--- config.mk ---
export PLATFORM = sky130hd
export DESIGN_NAME = pwr_guard_seq
export DESIGN_NICKNAME = d
export VERILOG_FILES = /design/src/rtl/pwr_guard_pkg.sv /design/src/rtl/pwr_flag_filter.sv /design/src/rtl/pwr_guard_fsm.sv /design/src/rtl/pwr_bus_gate.sv /design/src/rtl/pwr_guard_seq.sv
export SDC_FILE = /design/constraint.sdc
export NUM_CORES = 1
export LEC_CHECK = 0
export ABC_CLOCK_PERIOD_IN_PS = 2200
export BUFFER_PORTS_ARGS = -buffer_cell sky130_fd_sc_hd__buf_2
export CORE_MARGIN = 2
export CORE_UTILIZATION = 46
export DETAILED_ROUTE_END_ITERATION = 10
export GPL_ROUTABILITY_DRIVEN = 0
export GPL_TIMING_DRIVEN = 0
export PLACE_DENSITY = 0.72
export SYNTH_ARGS = -nofsm -noshare
export SYNTH_HDL_FRONTEND = slang
export SYNTH_HIERARCHICAL = 1
export SYNTH_SLANG_ARGS = --single-unit
--- constraint.sdc ---
create_clock -name clk -period 2.2 [get_ports clk]
set_clock_uncertainty 0.2 [all_clocks]
set_input_delay 0.11 -clock clk [delete_from_list [all_inputs] [get_ports clk]]
set_output_delay 0.11 -clock clk [all_outputs]
set_load 0.02 [all_outputs]
--- src/rtl/pwr_guard_pkg.sv ---
package pwr_guard_pkg;

    typedef enum logic [2:0] {
        ST_SEALED  = 3'd0,
        ST_PROTECT = 3'd1,
        ST_BATTERY = 3'd2,
        ST_RECOVER = 3'd3,
        ST_NORMAL  = 3'd4
    } guard_state_t;

    localparam int NUM_FLAGS   = 3;
    localparam int FLAG_TRIP   = 0;
    localparam int FLAG_SWITCH = 1;
    localparam int FLAG_SEAL   = 2;

endpackage

--- src/rtl/pwr_flag_filter.sv ---
module pwr_flag_filter #(
    parameter int DEB_CYCLES = 4
) (
    input  logic clk,
    input  logic rst_n,
    input  logic raw_in,
    output logic filt_out
);
    localparam int CW = $clog2(DEB_CYCLES + 1);
    localparam logic [CW-1:0] CNT_LAST = CW'(DEB_CYCLES - 1);

    logic          sync_a;
    logic          sync_b;
    logic          held;
    logic [CW-1:0] cnt;

    // two-flop synchronizer
    always_ff @(posedge clk or negedge rst_n) begin
        if (!rst_n) begin
            sync_a <= 1'b0;
            sync_b <= 1'b0;
        end else begin
            sync_a <= raw_in;
            sync_b <= sync_a;
        end
    end

    // debounce: accept a new level after DEB_CYCLES consecutive disagreements
    always_ff @(posedge clk or negedge rst_n) begin
        if (!rst_n) begin
            held <= 1'b0;
            cnt  <= '0;
        end else if (sync_b != held) begin
            if (cnt == CNT_LAST) begin
                held <= sync_b;
                cnt  <= '0;
            end else begin
                cnt <= cnt + 1'b1;
            end
        end else begin
            cnt <= '0;
        end
    end

    assign filt_out = held;


    filt_hold_chk: assert property (@(posedge clk) disable iff (!rst_n)
        (sync_b == held) |=> $stable(held));


    filt_cnt_chk: assert property (@(posedge clk) disable iff (!rst_n)
        (cnt <= CNT_LAST));

endmodule

--- src/rtl/pwr_guard_fsm.sv ---
module pwr_guard_fsm
    import pwr_guard_pkg::*;
#(
    parameter int unsigned REC_CYCLES = 1000
) (
    input  logic         clk,
    input  logic         rst_n,
    input  logic         trip_ok,
    input  logic         switch_ok,
    input  logic         seal_ok,
    output guard_state_t state
);
    localparam int RW = $clog2(REC_CYCLES + 1);
    localparam logic [RW-1:0] REC_LAST = RW'(REC_CYCLES - 1);

    guard_state_t  state_q;
    guard_state_t  state_d;
    logic [RW-1:0] rec_cnt;

    always_ff @(posedge clk or negedge rst_n) begin
        if (!rst_n) state_q <= ST_SEALED;
        else        state_q <= state_d;
    end

    // recovery qualification counter: runs only while recovering on a valid supply
    always_ff @(posedge clk or negedge rst_n) begin
        if (!rst_n)                                rec_cnt <= '0;
        else if (state_q == ST_RECOVER && trip_ok) rec_cnt <= rec_cnt + 1'b1;
        else                                       rec_cnt <= '0;
    end

    always_comb begin
        state_d = state_q;
        unique case (state_q)
            ST_SEALED:  if (seal_ok) state_d = ST_PROTECT;
            ST_PROTECT: begin
                if (!switch_ok)   state_d = ST_BATTERY;
                else if (trip_ok) state_d = ST_RECOVER;
            end
            ST_BATTERY: if (switch_ok) state_d = ST_PROTECT;
            ST_RECOVER: begin
                if (!trip_ok)                 state_d = ST_PROTECT;
                else if (rec_cnt == REC_LAST) state_d = ST_NORMAL;
            end
            ST_NORMAL:  if (!trip_ok) state_d = ST_PROTECT;
            default:    state_d = ST_SEALED;
        endcase
    end

    assign state = state_q;


    seal_stay_chk: assert property (@(posedge clk) disable iff (!rst_n)
        (state_q == ST_SEALED && !seal_ok) |=> (state_q == ST_SEALED));


    seal_once_chk: assert property (@(posedge clk) disable iff (!rst_n)
        (state_q != ST_SEALED) |=> (state_q != ST_SEALED));


    norm_trip_chk: assert property (@(posedge clk) disable iff (!rst_n)
        (state_q == ST_NORMAL && !trip_ok) |=> (state_q == ST_PROTECT));


    bat_entry_chk: assert property (@(posedge clk) disable iff (!rst_n)
        (state_q == ST_PROTECT && !switch_ok) |=> (state_q == ST_BATTERY));


    norm_entry_chk: assert property (@(posedge clk) disable iff (!rst_n)
        (state_q != ST_RECOVER && state_q != ST_NORMAL) |=> (state_q != ST_NORMAL));


    rec_dip_chk: assert property (@(posedge clk) disable iff (!rst_n)
        (state_q == ST_RECOVER && !trip_ok) |=> (state_q == ST_PROTECT && rec_cnt == '0));

endmodule

--- src/rtl/pwr_bus_gate.sv ---
module pwr_bus_gate
    import pwr_guard_pkg::*;
(
    input  guard_state_t state,
    input  logic         host_ce_n,
    input  logic         host_we_n,
    input  logic         host_oe_n,
    output logic         mem_ce_n,
    output logic         mem_we_n,
    output logic         mem_oe_n,
    output logic         dq_drive,
    output logic         wr_protect,
    output logic         bat_sel,
    output logic         bat_en
);
    always_comb begin
        wr_protect = 1'b1;
        bat_sel    = 1'b0;
        bat_en     = 1'b1;
        unique case (state)
            ST_SEALED:  bat_en     = 1'b0;
            ST_PROTECT: wr_protect = 1'b1;
            ST_BATTERY: bat_sel    = 1'b1;
            ST_RECOVER: wr_protect = 1'b1;
            ST_NORMAL:  wr_protect = 1'b0;
            default:    bat_en     = 1'b0;
        endcase
        mem_ce_n = host_ce_n | wr_protect;
        mem_we_n = host_we_n | wr_protect;
        mem_oe_n = host_oe_n | wr_protect;
        dq_drive = ~mem_ce_n & ~mem_oe_n & host_we_n;
    end

endmodule

--- src/rtl/pwr_guard_seq.sv ---
module pwr_guard_seq
    import pwr_guard_pkg::*;
#(
    parameter int unsigned CLK_FREQ_HZ = 50_000_000,
    parameter int unsigned RECOVER_MS  = 125,
    parameter int          DEB_CYCLES  = 4
) (
    input  logic clk,
    input  logic rst_n,
    input  logic vtrip_raw,
    input  logic vswitch_raw,
    input  logic vseal_raw,
    input  logic host_ce_n,
    input  logic host_we_n,
    input  logic host_oe_n,
    output logic mem_ce_n,
    output logic mem_we_n,
    output logic mem_oe_n,
    output logic dq_drive,
    output logic wr_protect,
    output logic bat_sel,
    output logic bat_en
);
    localparam int unsigned REC_CYCLES = (CLK_FREQ_HZ / 1000) * RECOVER_MS;

    logic [NUM_FLAGS-1:0] raw_flags;
    logic [NUM_FLAGS-1:0] ok_flags;
    guard_state_t         state;

    assign raw_flags[FLAG_TRIP]   = vtrip_raw;
    assign raw_flags[FLAG_SWITCH] = vswitch_raw;
    assign raw_flags[FLAG_SEAL]   = vseal_raw;

    for (genvar g = 0; g < NUM_FLAGS; g++) begin : g_filt
        pwr_flag_filter #(.DEB_CYCLES(DEB_CYCLES)) u_filt (
            .clk      (clk),
            .rst_n    (rst_n),
            .raw_in   (raw_flags[g]),
            .filt_out (ok_flags[g])
        );
    end

    pwr_guard_fsm #(.REC_CYCLES(REC_CYCLES)) u_fsm (
        .clk       (clk),
        .rst_n     (rst_n),
        .trip_ok   (ok_flags[FLAG_TRIP]),
        .switch_ok (ok_flags[FLAG_SWITCH]),
        .seal_ok   (ok_flags[FLAG_SEAL]),
        .state     (state)
    );

    pwr_bus_gate u_gate (
        .state      (state),
        .host_ce_n  (host_ce_n),
        .host_we_n  (host_we_n),
        .host_oe_n  (host_oe_n),
        .mem_ce_n   (mem_ce_n),
        .mem_we_n   (mem_we_n),
        .mem_oe_n   (mem_oe_n),
        .dq_drive   (dq_drive),
        .wr_protect (wr_protect),
        .bat_sel    (bat_sel),
        .bat_en     (bat_en)
    );


    sealed_nobat_chk: assert property (@(posedge clk) disable iff (!rst_n)
        (!bat_en) |-> (!bat_sel));


    prot_gate_chk: assert property (@(posedge clk) disable iff (!rst_n)
        (state != ST_NORMAL) |-> (mem_we_n && mem_ce_n && !dq_drive));


    bat_exit_chk: assert property (@(posedge clk) disable iff (!rst_n)
        (bat_sel && ok_flags[FLAG_SWITCH]) |=> (!bat_sel && wr_protect));

endmodule

* Word-level counts from Yosys, hierarchy flattened
Index checks and enable logic that the tools add are counted.
** Word-level totals
- Bits in registers :: 44
- Bits in latches :: 0
- Bits in writable memories :: 0
- Bits in read-only memories :: 0
- Input bits :: 8
- Output and inout port bits :: 7
- Logic and storage cells :: 66
- Memories kept :: 0
** Operators by class
- $add $sub $neg :: 4
- $mul :: 0
- Div/mod/pow operators :: 0
- Magnitude comparators :: 0
- Equality and inequality tests :: 16
- Shift operators :: 0
- Multiplexer cells :: 18
- Bitwise logic cells :: 7
- Reductions and logical operators :: 7
** Operators with widths (count)
- 3-bit 2-to-1 mux :: 13
- 23-bit by 1-bit adder with 23-bit output (second input constant) :: 1
- 23-bit equality test (second input constant) :: 1
- 23-bit 2-to-1 mux :: 1
- 3-bit by 2-bit equality test with 1-bit output (second input constant) :: 5
- 3-bit one-hot mux with 5 select lines :: 1
- 3-bit by 1-bit adder with 3-bit output (second input constant) :: 3
- 2-bit inequality test (second input constant) :: 3
- 3-bit inequality test (second input constant) :: 2
- 2-bit AND reduction :: 3
- 5-bit AND reduction :: 1
- 4-bit OR reduction :: 1
- 3-bit by 1-bit equality test with 1-bit output (second input constant) :: 1
- 3-bit equality test (second input constant) :: 1
- 3-bit logical NOT :: 1
- 1-bit 2-to-1 mux :: 3
- 1-bit inequality test :: 3
- 1-bit bitwise OR :: 3
- 1-bit bitwise AND :: 2
- 1-bit NOT :: 2
- 1-bit logical AND :: 1

* Logic depth before layout (Yosys ltp)
- Depth after elaboration :: 6
- Depth in mapped cells :: 5
- Depth with buffers taken out :: 5

* Modules after synthesis
Netlist, hierarchy kept.
** By module, submodules not included
- pwr_guard_fsm :: times used 1, cells each 148, area an instance 1408.9 µm², sequential area each 650.6 µm²
- pwr_flag_filter :: times used 3, cells each 13, area an instance 216.5 µm², sequential area each 150.1 µm²
- pwr_bus_gate :: times used 1, cells each 9, area an instance 73.8 µm², sequential area each 0.0 µm²

* Worst setup path after synthesis
OpenSTA, ideal clock, no wires.
- Path kind :: register -> register
- Start point :: register u_fsm.rec_cnt[0]
- End point :: register u_fsm.rec_cnt[20]
- Library setup time :: 0.078 ns
- Arrival :: 1.717 ns
- Data required time :: 1.922 ns
- Setup slack :: 0.205 ns
- Stages on the path, launching flop included :: 6
- Period minus slack after synthesis :: 1.995 ns
- Path through :: dfrtp_1 > ha_1 > nand3_1 > or3_4 > or4_1 > a21oi_1
** Between the ends
- Cells in the longest elaborated chain, start to end :: 2
** Ends and longest elaborated chain
- from (decl) :: RTL line pwr_guard_fsm.sv:18 : logic [RW-1:0] rec_cnt;
- from (signal assigned) :: RTL line pwr_guard_fsm.sv:28 : else if (state_q == ST_RECOVER && trip_ok) rec_cnt <= rec_cnt + 1'b1;
- 23-bit by 1-bit adder with 23-bit output :: RTL line pwr_guard_fsm.sv:28
- 23-bit 2-to-1 mux :: RTL line pwr_guard_fsm.sv:28
Every way passes these cells.
A chain may end at the register's enable or synchronous reset.

* Worst setup path in the final report
- Start point :: register u_fsm.rec_cnt[1]
- End point :: register u_fsm.rec_cnt[20]
Same word-level chain as after synthesis.

==> flow_metrics.env <==
export IMPL_fin_tns_setup_ns=0
export IMPL_synth_top_area_cell="dfrtp_1"
export IMPL_syn_num_nets=208
export IMPL_io_buffers=14
export IMPL_syn_inst=196
export IMPL_endpoint_kind="flip-flop"
export IMPL_dr_total_vias=1515
export IMPL_crit_arrival_ns=2.10
export IMPL_rsz0062_at_grt="no"
export IMPL_ys_flop_type="dfrtp_1"
export IMPL_ioPinCount=15
export IMPL_stdcell_count=274
export IMPL_p_total_mw=2.00
export IMPL_crit_family="simple AND/OR/NAND/NOR gates"
export IMPL_slowest_delay_ns=0.48
export IMPL_dpl_instance_area_um2=2270
export IMPL_cts_tree="done"
export IMPL_fp_dieArea_um2=5200
export IMPL_cts_clk_slew_worst_paths_ns=0.08
export IMPL_startpoint_type="flip-flop"
export IMPL_nNetsFinal=233
export IMPL_yosysTopAreaCellShare=0.516
export IMPL_tightest_slew_ns=0.956
export IMPL_grt_pass1_wl_um=6730
export IMPL_worst_path_buf_inv=0
export IMPL_numCtsBuffers=5
export IMPL_yosysWarnings=6
export IMPL_detailed_place_hpwl_um=2550
export IMPL_final_core_util=0.546
export IMPL_die_y_um=72.1
export IMPL_diodes=0
export IMPL_htreeDepth=2
export IMPL_syn_to_final_growth_pct=13.0
export IMPL_slew_headroom=0.363
export IMPL_worst_slack_ns=0.119
export IMPL_leakage_nw=0.954
export IMPL_postCtsSetupBuffers=0
export IMPL_min_path_type="reg -> reg"
export IMPL_use_met1=0.212
export IMPL_antenna_found_initial=0
export IMPL_hold_slack_ns=0.153
export IMPL_fin_crit_ns=2.08
export IMPL_final_layout_size_suffix_gt1_frac=0.176
export IMPL_grtUsageTotal=0.170
export IMPL_clock_sinks=44
export IMPL_cap_viol_max_count=0
export IMPL_routed_via_density=5.53
export IMPL_synthArstFlopShare=1.00
export IMPL_placementRows=24
export IMPL_die_w_um=72.1
export IMPL_grt_max_degree=45
export IMPL_drtIter0Drc=95
export IMPL_synth_edf_count=0
export IMPL_syn_area_per_cell_um2=10.9
export IMPL_clockBufferDepth=2
export IMPL_status="complete, no violations"
export IMPL_synth_cell_types=40
export IMPL_rrSetupSlack_ns=0.12
export IMPL_hold_violations=0
export IMPL_dp_cells=262
export IMPL_final_area_um2=2410
export IMPL_netlist_top_cells_area="dfrtp_1 (52%), xnor2_1 (5.8%), nor2_1 (3.2%)"
export IMPL_grt_pass1_vias=1498
export IMPL_use_met2=0.276
export IMPL_start_util=0.483
export IMPL_coreArea_um2=4410
export IMPL_post_place_ws_ns=0.0384
export IMPL_synth_seq_cells=44
export IMPL_yosysSeqAreaShare=0.516
export IMPL_setup_viol=0
export IMPL_cp_cell_sequence="ha_2 -> nand3_2 -> or3_4 -> or4_1 -> a21oi_1"
export IMPL_peakVddDrop_mv=0.429
export IMPL_drv_slew=0
export IMPL_drtAntennaViolNets=0
export IMPL_syn_cell_area_um2=2130
export IMPL_wl_per_cell_um=13.6
export IMPL_fin_crit_sh=0.946
export IMPL_grt_busiest_layer="met2"
export IMPL_worstPathRequired_ns=2.22
export IMPL_p_per_area_nw_per_um2=832
export IMPL_worstPathMaxFanout=7
export IMPL_use_met3=0.0375
export IMPL_cp_slowest_cell="or4_1"
export IMPL_fmax_mhz=481
export IMPL_finalWirelength_um=3720
export IMPL_overflow=0
export IMPL_ctsRootBufferMaster="clkbuf_8"
export IMPL_crit_type="reg -> reg"
export IMPL_firstDrtPassIters=4
export IMPL_drc=0
export IMPL_clock_latency_ns=0.30
[power by group]
| group | internal [mW] | switching, mW |
|---|---|---|
| sequential | 0.911 | 0.129 |
| combinational | 0.216 | 0.223 |
| clock | 0.255 | 0.270 |
| total | 1.38 | 0.622 |
[cells in the mapped netlist (2+ instances only)]
| library cell | count |
|---|---|
| and3_1 | 2 |
| nor2_1 | 18 |
| xnor2_1 | 14 |
| nand4_1 | 3 |
| and2_1 | 3 |
| or3_2 | 2 |
| nor4_1 | 4 |
| ha_1 | 4 |
| nand2b_1 | 6 |
| mux2i_1 | 4 |
| mux2_2 | 3 |
| nor3_1 | 7 |
| nand2_1 | 13 |
| nor4bb_1 | 3 |
| nor2b_4 | 3 |
| a21oi_1 | 9 |
| nand3_1 | 7 |
| o31ai_1 | 4 |
| inv_1 | 5 |
| or3_1 | 2 |
| clkbuf_1 | 2 |
| dfrtp_1 | 44 |
| or4_1 | 5 |
| or3_4 | 2 |
| nor2b_1 | 2 |
| nor3b_1 | 7 |
| o21ai_0 | 5 |
[cell usage in the layout, fill, tap and decap left out, types with 6 or more instances in the layout]
master and n:
a21oi_1 9, buf_2 14, clkbuf_8 6, dfrtp_1 43, nand2_1 13, nand2b_1 6
nand3_1 6, nor2_1 18, nor3_1 7, nor3b_1 7, xnor2_1 14
[layer usage]
metal  wire [um]  up-vias
li1            -      757
met1        1750      730
met2        1750       19
met3         116        9
met4          99        0
met5           0        -
[cells by family (layout without fill, tap and decap cells)]
logic type,count (synthesis),in the layout,share of synthesized area
DFF,44,44,0.516
muxes,7,7,0.0346
xor gates and xnor gates,15,15,0.0616
AOI/OAI and AO/OA,22,22,0.0628
buffers and inverters,7,33,0.0123
adders and majority gates,4,4,0.0235
and+or+nand+nor,97,97,0.289
[area by class of cell]
| class | instances | area (um2) |
|---|---|---|
| Clock inverter | 1 | 7.51 |
| Tap cell | 52 | 65.1 |
| Multi-Input combinational cell | 145 | 1010 |
| Clock buffer | 7 | 86.3 |
| Buffer | 2 | 7.51 |
| Fill cell | 392 | 2000 |
| Sequential cell | 44 | 1100 |
| Inverter | 5 | 18.8 |
| Timing Repair Buffer | 18 | 110 |
[sequential cells by signal, summed over array words and instances, names as in the netlist]
| name | cells |
|---|---|
| u_fsm/rec_cnt | 23 |
| g_filt.u_filt/cnt | 9 |
| g_filt.u_filt/filt_out | 3 |
| g_filt.u_filt/sync_a | 3 |
| g_filt.u_filt/sync_b | 3 |
| u_fsm/state | 3 |
[final timing paths]
kind / start / to / cells past startpoint
worst max-delay path: u_fsm/rec_cnt[1] / u_fsm/rec_cnt[20] / 5
worst min-delay path: g_filt[2].u_filt/sync_a / g_filt[2].u_filt/sync_b / 0
worst max register to register: u_fsm/rec_cnt[1] / u_fsm/rec_cnt[20] / 5
worst min register to register: g_filt[2].u_filt/sync_a / g_filt[2].u_filt/sync_b / 0
max in group asynchronous: rst_n / u_fsm/rec_cnt[0] / 2
min in group asynchronous: rst_n / g_filt[0].u_filt/cnt[2] / 2
[timing repair]
item | in CTS | in global routing
resized for setup | 0 | 3
setup endpoints to repair | 0 | 3
hold endpoints to repair | 47 | 0
hold buffers | 4 | 0
Note: power is estimated with default switching activity, not from simulation.
